<file path="src/rtl/llsc_pkg.sv">
// Shared encodings for the reservation monitor: request kinds and result codes.
package llsc_pkg;
    localparam logic [1:0] KIND_LOAD       = 2'd0;
    localparam logic [1:0] KIND_LOCK_LOAD  = 2'd1;
    localparam logic [1:0] KIND_STORE      = 2'd2;
    localparam logic [1:0] KIND_COND_STORE = 2'd3;

    localparam logic [1:0] RES_NONE     = 2'd0;
    localparam logic [1:0] RES_PASS     = 2'd1;
    localparam logic [1:0] RES_UNCACHED = 2'd2;
endpackage

</file>
<file path="src/rtl/llsc_resv_slot.sv">
// One context's reservation: a flag and the reserved address.
// A snooped write to the same granule drops the flag, and so does an own
// failed conditional store. A set from a locked load wins over any clear in
// the same cycle (clear first, then set).
// Assumes GRAN_BITS < ADDR_W.
module llsc_resv_slot #(
    parameter int ADDR_W    = 32,
    parameter int GRAN_BITS = 4
) (
    input  logic              clk,
    input  logic              rst_n,
    input  logic              set_en,
    input  logic [ADDR_W-1:0] set_addr,
    input  logic              snoop_en,
    input  logic [ADDR_W-1:0] snoop_addr,
    input  logic              drop_en,
    output logic              held,
    output logic [ADDR_W-1:0] held_addr
);
    logic snoop_hit;

    // Granule match between the stored reservation and the address being written.
    always_comb begin
        snoop_hit = snoop_en && held &&
                    (held_addr[ADDR_W-1:GRAN_BITS] == snoop_addr[ADDR_W-1:GRAN_BITS]);
    end

    // Reservation state update, with set taking priority over clear.
    always_ff @(posedge clk) begin
        if (!rst_n) begin
            held      <= 1'b0;
            held_addr <= '0;
        end else if (set_en) begin
            held      <= 1'b1;
            held_addr <= set_addr;
        end else if (snoop_hit || drop_en) begin
            held      <= 1'b0;
        end
    end
endmodule

</file>
<file path="src/rtl/llsc_fail_track.sv">
// Consecutive-failure tracker for one context. It keeps a saturating count of
// failed conditional stores and a modulo counter that wraps at PERIOD, so
// "count reached a multiple of PERIOD" needs no divider. warn is a registered
// one-cycle pulse. Assumes PERIOD >= 2.
module llsc_fail_track #(
    parameter int CNT_W  = 32,
    parameter int PERIOD = 100000
) (
    input  logic clk,
    input  logic rst_n,
    input  logic fail_en,
    input  logic clear_en,
    output logic warn
);
    localparam int MOD_W = $clog2(PERIOD);
    localparam logic [MOD_W-1:0] MOD_LAST = MOD_W'(PERIOD - 1);
    localparam logic [CNT_W-1:0] CNT_MAX  = '1;

    logic [CNT_W-1:0] run_cnt;
    logic [MOD_W-1:0] mod_cnt;
    logic             saturated;

    // Flags a counter that can no longer reach a new multiple.
    always_comb saturated = (run_cnt == CNT_MAX);

    // Run counter, modulo phase and warning pulse.
    always_ff @(posedge clk) begin
        if (!rst_n) begin
            run_cnt <= '0;
            mod_cnt <= '0;
            warn    <= 1'b0;
        end else begin
            warn <= 1'b0;
            if (clear_en) begin
                run_cnt <= '0;
                mod_cnt <= '0;
            end else if (fail_en && !saturated) begin
                run_cnt <= run_cnt + 1'b1;
                if (mod_cnt == MOD_LAST) begin
                    mod_cnt <= '0;
                    warn    <= 1'b1;
                end else begin
                    mod_cnt <= mod_cnt + 1'b1;
                end
            end
        end
    end
endmodule

</file>
<file path="src/rtl/llsc_req_decode.sv">
// Classifies an accepted request against the requester's own reservation.
// It produces the reservation set, the failure drop, the success and
// uncached events, the memory write permit and the result code.
// Purely combinational. Assumes only one request per cycle.
module llsc_req_decode
    import llsc_pkg::*;
#(
    parameter int ADDR_W    = 32,
    parameter int GRAN_BITS = 4
) (
    input  logic              accept,
    input  logic [1:0]        kind,
    input  logic              uncached,
    input  logic [ADDR_W-1:0] addr,
    input  logic              own_held,
    input  logic [ADDR_W-1:0] own_addr,
    output logic              ll_set,
    output logic              sc_pass,
    output logic              sc_fail,
    output logic              sc_unc,
    output logic              write_go,
    output logic [1:0]        result
);
    logic is_sc;
    logic gran_eq;

    // Request kind and own-reservation compare.
    always_comb begin
        is_sc   = accept && (kind == KIND_COND_STORE);
        gran_eq = (own_addr[ADDR_W-1:GRAN_BITS] == addr[ADDR_W-1:GRAN_BITS]);
    end

    // Event and result generation.
    always_comb begin
        ll_set   = accept && (kind == KIND_LOCK_LOAD);
        sc_unc   = is_sc && uncached;
        sc_pass  = is_sc && !uncached && own_held && gran_eq;
        sc_fail  = is_sc && !uncached && !(own_held && gran_eq);
        write_go = (accept && (kind == KIND_STORE)) || sc_pass || sc_unc;
        if (sc_unc)       result = RES_UNCACHED;
        else if (sc_pass) result = RES_PASS;
        else              result = RES_NONE;
    end
endmodule

</file>
<file path="src/rtl/llsc_monitor.sv">
// Reservation monitor top. It holds one reservation slot and one failure
// tracker per context, decodes the single request accepted each cycle and
// registers the response one cycle later. Writes snoop every slot.
// Assumes req_ctx < NUM_CTX. Out-of-range requests are not accepted.
module llsc_monitor
    import llsc_pkg::*;
#(
    parameter int NUM_CTX     = 4,
    parameter int ADDR_W      = 32,
    parameter int GRAN_BITS   = 4,
    parameter int FAIL_CNT_W  = 32,
    parameter int WARN_PERIOD = 100000,
    parameter int CTX_W       = (NUM_CTX > 1) ? $clog2(NUM_CTX) : 1
) (
    input  logic              clk,
    input  logic              rst_n,
    input  logic              req_valid,
    output logic              req_ready,
    input  logic [CTX_W-1:0]  req_ctx,
    input  logic [ADDR_W-1:0] req_addr,
    input  logic [1:0]        req_kind,
    input  logic              req_uncached,
    output logic              rsp_valid,
    output logic [1:0]        rsp_result,
    output logic              rsp_write_ok,
    output logic              warn_pulse,
    output logic [CTX_W-1:0]  warn_ctx
);
    logic              ready_q;
    logic              accept;
    logic [NUM_CTX-1:0] held_vec;
    logic [ADDR_W-1:0] held_addr [NUM_CTX];
    logic [NUM_CTX-1:0] warn_vec;
    logic              own_held;
    logic [ADDR_W-1:0] own_addr;
    logic              ll_set, sc_pass, sc_fail, sc_unc, write_go;
    logic [1:0]        result_d;

    // Ready rises one cycle after reset release and then stays high.
    always_ff @(posedge clk) begin
        if (!rst_n) ready_q <= 1'b0;
        else        ready_q <= 1'b1;
    end

    // Handshake and selection of the requester's own reservation.
    always_comb begin
        req_ready = ready_q;
        accept    = req_valid && ready_q && (int'(req_ctx) < NUM_CTX);
        own_held  = 1'b0;
        own_addr  = '0;
        for (int i = 0; i < NUM_CTX; i++) begin
            if (int'(req_ctx) == i) begin
                own_held = held_vec[i];
                own_addr = held_addr[i];
            end
        end
    end

    llsc_req_decode #(
        .ADDR_W   (ADDR_W),
        .GRAN_BITS(GRAN_BITS)
    ) u_decode (
        .accept  (accept),
        .kind    (req_kind),
        .uncached(req_uncached),
        .addr    (req_addr),
        .own_held(own_held),
        .own_addr(own_addr),
        .ll_set  (ll_set),
        .sc_pass (sc_pass),
        .sc_fail (sc_fail),
        .sc_unc  (sc_unc),
        .write_go(write_go),
        .result  (result_d)
    );

    for (genvar g = 0; g < NUM_CTX; g++) begin : g_ctx
        logic mine;
        // Marks the slot that belongs to the current requester.
        always_comb mine = (int'(req_ctx) == g);

        llsc_resv_slot #(
            .ADDR_W   (ADDR_W),
            .GRAN_BITS(GRAN_BITS)
        ) u_slot (
            .clk       (clk),
            .rst_n     (rst_n),
            .set_en    (ll_set && mine),
            .set_addr  (req_addr),
            .snoop_en  (write_go),
            .snoop_addr(req_addr),
            .drop_en   (sc_fail && mine),
            .held      (held_vec[g]),
            .held_addr (held_addr[g])
        );

        llsc_fail_track #(
            .CNT_W (FAIL_CNT_W),
            .PERIOD(WARN_PERIOD)
        ) u_track (
            .clk     (clk),
            .rst_n   (rst_n),
            .fail_en (sc_fail && mine),
            .clear_en((sc_pass || sc_unc) && mine),
            .warn    (warn_vec[g])
        );
    end

    // Response register, one cycle behind acceptance.
    always_ff @(posedge clk) begin
        if (!rst_n) begin
            rsp_valid    <= 1'b0;
            rsp_result   <= RES_NONE;
            rsp_write_ok <= 1'b0;
        end else begin
            rsp_valid    <= accept;
            rsp_result   <= accept ? result_d : RES_NONE;
            rsp_write_ok <= write_go;
        end
    end

    // Warning merge: at most one tracker fires per cycle.
    always_comb begin
        warn_pulse = |warn_vec;
        warn_ctx   = '0;
        for (int i = 0; i < NUM_CTX; i++) begin
            if (warn_vec[i]) warn_ctx = CTX_W'(i);
        end
    end
endmodule

</file>
<file path="config.mk">
export PLATFORM = sky130hd
export DESIGN_NAME = llsc_monitor
export DESIGN_NICKNAME = d
export VERILOG_FILES = /design/src/rtl/llsc_pkg.sv /design/src/rtl/llsc_resv_slot.sv /design/src/rtl/llsc_fail_track.sv /design/src/rtl/llsc_req_decode.sv /design/src/rtl/llsc_monitor.sv
export SDC_FILE = /design/constraint.sdc
export NUM_CORES = 1
export LEC_CHECK = 0
export ABC_AREA = 0
export BUFFER_PORTS_ARGS = -buffer_cell sky130_fd_sc_hd__buf_2
export CORE_MARGIN = 4
export CORE_UTILIZATION = 68
export CTS_CLUSTER_SIZE = 25
export DETAILED_ROUTE_END_ITERATION = 7
export GPL_TIMING_DRIVEN = 1
export HOLD_SLACK_MARGIN = 0.06
export PLACE_DENSITY = 0.95
export RECOVER_POWER = 25
export REMOVE_ABC_BUFFERS = 1
export SYNTH_ARGS = -nofsm -noshare
export SYNTH_HDL_FRONTEND = slang
export SYNTH_SLANG_ARGS = --single-unit
</file>
<file path="constraint.sdc">
create_clock -name clk -period 4.4 [get_ports clk]
set_clock_uncertainty 0.05 [all_clocks]
set_input_delay 0 -clock clk [delete_from_list [all_inputs] [get_ports clk]]
set_output_delay 0 -clock clk [all_outputs]
set_load 0.01 [all_outputs]
</file>
==> results of run 1 <==
## per-stage QoR
step / utilization (%) / worst slack [ns]
after global placement: 69.5 / 0.680
after CTS: 75.2 / 0.821
after floorplan: - / 0.278
after detailed placement: 69.5 / 0.629
final: 75.1 / 0.632
after global routing: 75.1 / 0.568
## power by group
part | leakage [uW] | internal [uW] | switching (uW)
Combinational | 0.00321 | 131 | 240
Clock | 0.000533 | 1630 | 1180
Sequential | 0.00259 | 2920 | 9.85
## worst max-delay path: stages, from the launching register on
cell and delay, ns:
dfxtp_1 0.33, mux4_1 0.53, xnor2_1 0.42, o2111ai_1 0.17, or4b_1 0.48, nor3_1 0.22, and4_2 0.53, buf_4 0.41
nor4_1 0.17, xnor2_1 0.19, nor2_1 0.08
## repair_timing
action / 4_1_cts / 5_1_grt
setup endpoints to repair: 0 / 0
hold endpoints to repair: 139 / 0
hold buffers: 36 / 0
## state kept, by name (all words and copies together) (netlist names)
name                    flops
g_ctx.u_track.run_cnt     128
rsp_write_ok                1
g_ctx.u_track.mod_cnt      68
g_ctx.u_slot.held           4
rsp_valid                   1
rsp_result                  2
g_ctx.u_track.warn          4
req_ready                   1
g_ctx.u_slot.held_addr    112
## kinds of logic after synthesis
group                      Yosys count
muxes                               58
buffers and inverters              153
adders and majority gates            8
xor gates and xnor gates           251
and+or+nand+nor                   1000
AOI/OAI and AO/OA                  304
DFF                                321
## placed cells by master, fill, tap and decap left out, types with 5 or more instances in the layout
cell type        n
nand2_1        326
dfxtp_1        321
nor2_1         189
xnor2_1        133
xor2_1         118
a21boi_0       112
nand3_1         95
a21oi_1         78
nor3_1          68
nand4_1         64
or3_1           59
o21ai_0         51
nor4_1          51
and3_1          42
dlygate4sd3_1   36
clkbuf_16       35
mux2i_1         34
buf_2           34
or4_1           26
inv_1           24
o31ai_1         22
buf_4           22
clkbuf_1        18
mux4_2          11
nor4b_1         11
nor3b_1         10
and4_1           9
and2_1           8
ha_1             8
o21ai_1          7
clkbuf_8         7
mux2_2           6
nand2b_1         6
or2_2            5
o2111ai_1        5
nand3_2          5
clkinv_2         5
## layer usage
layer / track usage [%] / up-vias / part of all wire [%]
met5: 0 / - / 0
met4: 15.8 / 0 / 5.3
met3: 8.07 / 259 / 11
met2: 54.1 / 1020 / 46
met1: 41.2 / 7637 / 38
li1: - / 7360 / -
## final cells by class
type | count | area [um2]
sequential | 321 | 6430
tap | 330 | 413
antenna | 1 | 2.50
timing repair buffer | 105 | 762
fill | 1551 | 6220
clock inverter | 8 | 72.6
multi-input combinational | 1621 | 10000
inverter | 24 | 90.1
clock buffer | 49 | 998
## path summary, 6_finish.rpt
kind	cells past startpoint	endpoint
max	10	g_ctx[2].u_track.run_cnt[25]
min	4	g_ctx[3].u_slot.held
max reg2reg	10	g_ctx[2].u_track.run_cnt[25]
min reg2reg	2	g_ctx[2].u_track.run_cnt[21]
==> impl_metrics.tcl, run 1 <==
set metrics [dict create \
    status "complete, but fails checks" \
    violations "max-capacitance violations, max-slew violations" \
    grt_pass1_vias 15900 \
    cts_tree "done" \
    cts_setup_buffers 0 \
    cts_inserted_buffers 34 \
    cp.arrival_ns 4.09 \
    slew_violations 189 \
    postSynthCellCount 2095 \
    min-delay-start "req_kind[0]" \
    startpoint "g_ctx[2].u_slot.held_addr[26]" \
    synth_top_area_cell "dfxtp_1" \
    p_leak_uw 0.00633 \
    synth_top_cell_area_share_pct 37.3 \
    hold_ws_ns 0.127 \
    wl_per_cell_um 19.5 \
    clkLatencyLatePin_ns 0.53 \
    nets 2155 \
    maxCapViolations 4 \
    drt_iter0_drc 2344 \
    synthMuxAreaShare_pct 4.59 \
    stdcell_area_um2 18800 \
    rows 58 \
    synthDistinctLibCells 76 \
    dp_cells 2365 \
    start_kind "flop" \
    yosys-top-cells-count "nand2_1, dfxtp_1, nor2_1" \
    grt-ovfl-total 0 \
    grt_pass1_wl_um 78300 \
    routed_wirelength_um 48000 \
    clock-sinks 321 \
    drive_gt1_share_pct 7.52 \
    dp_hpwl_um 29700 \
    ys_async_sr_fraction_pct 0 \
    die_h_um 167 \
    synthTopCellsByArea "dfxtp_1, nand2_1, xnor2_1, xor2_1, a21boi_0" \
    post_cts_resized 0 \
    ys.flop_type "dfxtp_1" \
    grt_start_max_net_pins 103 \
    antenna_found_initial 1 \
    clock_path_buffers 3 \
    synth-seq-area-share_pct 37.3 \
    worstSetupPathType "flop to flop" \
    critPathMaxFanout 29 \
    io_buffers 43 \
    synth_compound_area_share_pct 11.5 \
    vias_per_cell 6.62 \
    dr.pass1.iters 7 \
    start_util_pct 68.8 \
    dpl_cell_area_um2 17400 \
    die_area_um2 28000 \
    vias 16300 \
    io_pins 48 \
    worstHoldPathType "primary input to flop" \
    rrSetupSlack_ns 0.63 \
    worst_setup_path_end_kind "flop" \
    tns_ns 0 \
    area_growth_pct 9.15 \
    finalCriticalPeriod_ns 3.77 \
    h-tree-depth 2 \
    rsz0062_at_grt "no" \
    post-synth-top-count-cell "nand2_1" \
    fmax_ghz 0.265 \
    synth_top_family_by_area "simple AND/OR/NAND/NOR gates" \
    ys_warn_count 0 \
    core_region_area_um2 25000 \
    required_ns 4.72 \
    synth-xor-area-share_pct 12.8 \
    grt_use_total_pct 33.1 \
    postRouteAntennaNets 0 \
    die_w_um 167 \
    synth_simple_gate_area_share_pct 28.8 \
    period_share_pct 85.6 \
    vdd_drop_max_v 0.000328 \
    path_clk_slew_ns 0.06 \
    netlist_area_um2 17200 \
    setup-violations-final 0 \
    synth-edff-count 0 \
    total_power_uw 6110 \
    gp_congestion 0.987 \
    cts_root_buf "clkbuf_16" \
    r2r_start "g_ctx[2].u_slot.held_addr[26]" \
    slew_headroom_pct -24.5 \
    fin_cells 2459 \
    drc 0 \
    synth-seq-cells 321 \
    hold_violations 0 \
    syn_avg_cell_area_um2 8.23 \
    synthAdderAreaFrac_pct 0.581 \
    tightest_slew_ns 1.87 \
    p_per_area_nw_per_um2 325 \
]
Power figures use the tool's default switching activity.
==> run 2: changes to the inputs <==
- REMOVE_ABC_BUFFERS: 1 -> unset
- SLEW_MARGIN: unset -> 0
==> run 2 against run 1 <==
Effect of this change: the run still ends with max-capacitance violations, max-slew violations left; critical path depth shrank 1; via count increased by 3.0%; cell area is 0.76% higher; core utilization up 0.57 points; total power is 4.5% higher; first-iteration DRC count is 1.8% lower; combinational power up 1%; worst hold slack improved by 0.0079 ns; setup slack worse by 0.051 ns; largest cell class unchanged.
==> impl_metrics.tcl, run 2 (synthesis results as in run 1) <==
set metrics [dict create \
    tightest_slew_ns 3.44 \
    dpl_cell_area_um2 17400 \
    r2r_end "g_ctx[0].u_track.mod_cnt[2]" \
    worstSetupPathType "flop to flop" \
    min-delay-start "req_kind[0]" \
    stdcell_area_um2 19000 \
    status "complete, but fails checks" \
    required_ns 4.78 \
    syn-num-nets 2143 \
    critPathTopFamily "simple AND/OR/NAND/NOR gates" \
    p_leak_uw 0.00640 \
    top_regs "g_ctx.u_track.run_cnt (128), g_ctx.u_slot.held_addr (112), g_ctx.u_track.mod_cnt (68)" \
    start_util_pct 68.8 \
    clkLatencyLatePin_ns 0.52 \
    r2r_start "g_ctx[0].u_track.run_cnt[11]" \
    post_cts_resized 0 \
    rsz0062_at_grt "no" \
    grt_use_total_pct 35.1 \
    die_w_um 167 \
    grt-ovfl-total 0 \
    antenna_found_initial 2 \
    drive_gt1_share_pct 7.78 \
    rrSetupSlack_ns 0.58 \
    dp_hpwl_um 30600 \
    worst_setup_path_end_kind "flop" \
    slowest_stage "nor4_1" \
    cp.arrival_ns 4.20 \
    finalCriticalPeriod_ns 3.82 \
    die_area_um2 28000 \
    vias 16800 \
    path_clk_slew_ns 0.07 \
    violations "max-capacitance violations, max-slew violations" \
    wl_per_cell_um 20.7 \
    postRouteAntennaNets 0 \
    grt_start_max_net_pins 97 \
    cts_tree "done" \
    critPathMaxFanout 17 \
    final_util_pct 75.7 \
    vdd_drop_max_v 0.000362 \
    fmax_ghz 0.262 \
    top_register "g_ctx.u_track.run_cnt" \
    h-tree-depth 2 \
    max_stage_delay_ns 0.76 \
    min_to "g_ctx[1].u_slot.held" \
    largest_reg_flops 128 \
    drt_iter0_drc 2302 \
    rr_worst_depth 9 \
    clock-sinks 321 \
    setup-violations-final 0 \
    die_h_um 167 \
    p_per_area_nw_per_um2 337 \
    maxCapViolations 2 \
    io_buffers 43 \
    rows 58 \
    routed_wirelength_um 51100 \
    clock_path_buffers 3 \
    drc 0 \
    mostFrequentLayoutCells "nand2_1, dfxtp_1, nor2_1" \
    slew_headroom_pct -129 \
    grt_pass1_wl_um 83000 \
    crit_path_frequent_cell "nand2_1" \
    io_pins 48 \
    nets 2158 \
    hold_ws_ns 0.134 \
    hold_violations 0 \
    period_share_pct 86.8 \
    core_region_area_um2 25000 \
    cts_inserted_buffers 35 \
    gp_congestion 0.968 \
    fillers 1576 \
    start_kind "flop" \
    layout_commonest_cell "nand2_1" \
    dr.pass1.iters 8 \
    area_growth_pct 9.99 \
    grt_pass1_vias 16300 \
    vias_per_cell 6.80 \
    hold_depth 4 \
    tns_ns 0 \
    path_cells "nand2_1, nor4_1, nand4_1, or3_1, o21a_1, nand2_1, or4_1, nand3_2, a21oi_1" \
    cp.buffers_inverters 0 \
    worstHoldPathType "primary input to flop" \
    slew_violations 127 \
    cts_root_buf "clkbuf_16" \
]
[run 2: power by group]
part	total [uW]	switching [uW]	internal [uW]
combinational	376	244	133
clock	3080	1220	1870
sequential	2930	10.2	2920
[run 2: through the flow]
stage	setup WS, ns	total power (uW)	std cells
finish	0.580	6390	2465
global placement	0.619	3310	2366
detailed placement	0.632	3310	2366
floorplan	1.62	3230	2095
global route	0.377	6520	2464
CTS	0.815	6350	2463
[run 2: repair_timing]
item / in CTS / in global routing
hold buffers: 37 / 0
hold endpoints to repair: 139 / 0
setup buffers: 0 / 0
[run 2: worst max path at each step]
stage          cells past startpoint  slack [ns]                          from                           end
2_1_floorplan                     10        1.62  g_ctx[0].u_track.run_cnt[11]  g_ctx[0].u_track.run_cnt[15]
3_3_place_gp                      11        0.62                    req_ctx[0]  g_ctx[3].u_track.run_cnt[10]
3_5_place_dp                      11        0.63                    req_ctx[0]  g_ctx[3].u_track.run_cnt[10]
4_1_cts                            9        0.81  g_ctx[0].u_track.run_cnt[11]   g_ctx[0].u_track.mod_cnt[2]
5_1_grt                            9        0.38  g_ctx[0].u_track.run_cnt[11]   g_ctx[0].u_track.mod_cnt[2]
6_report                           9        0.58  g_ctx[0].u_track.run_cnt[11]   g_ctx[0].u_track.mod_cnt[2]
[run 2: area by class of cell]
cell class / count / area, um2 / area share, %
Clock inverter: 12 / 168 / 0.884
Multi-Input combinational cell: 1621 / 10000 / 53.0
Inverter: 24 / 90.1 / 0.475
Sequential cell: 321 / 6430 / 33.9
Tap cell: 330 / 413 / 2.18
Timing Repair Buffer: 107 / 779 / 4.11
Antenna cell: 2 / 5.00 / 0.0264
Clock buffer: 48 / 1030 / 5.42
[run 2: layer usage]
layer  up-vias  global-route usage (%)  part of all wire (%)
li1       7357                       -                     -
met1      7907                    43.2                    37
met2      1185                    58.2                    47
met3       321                    7.81                    11
met4         2                    17.8                   5.8
met5         -                       0                 0.016
[run 2: tightest hold or removal path, stage by stage]
cell and delay, ns:
buf_2 0.14, nor3b_1 0.21, o31ai_1 0.25, a21oi_1 0.05
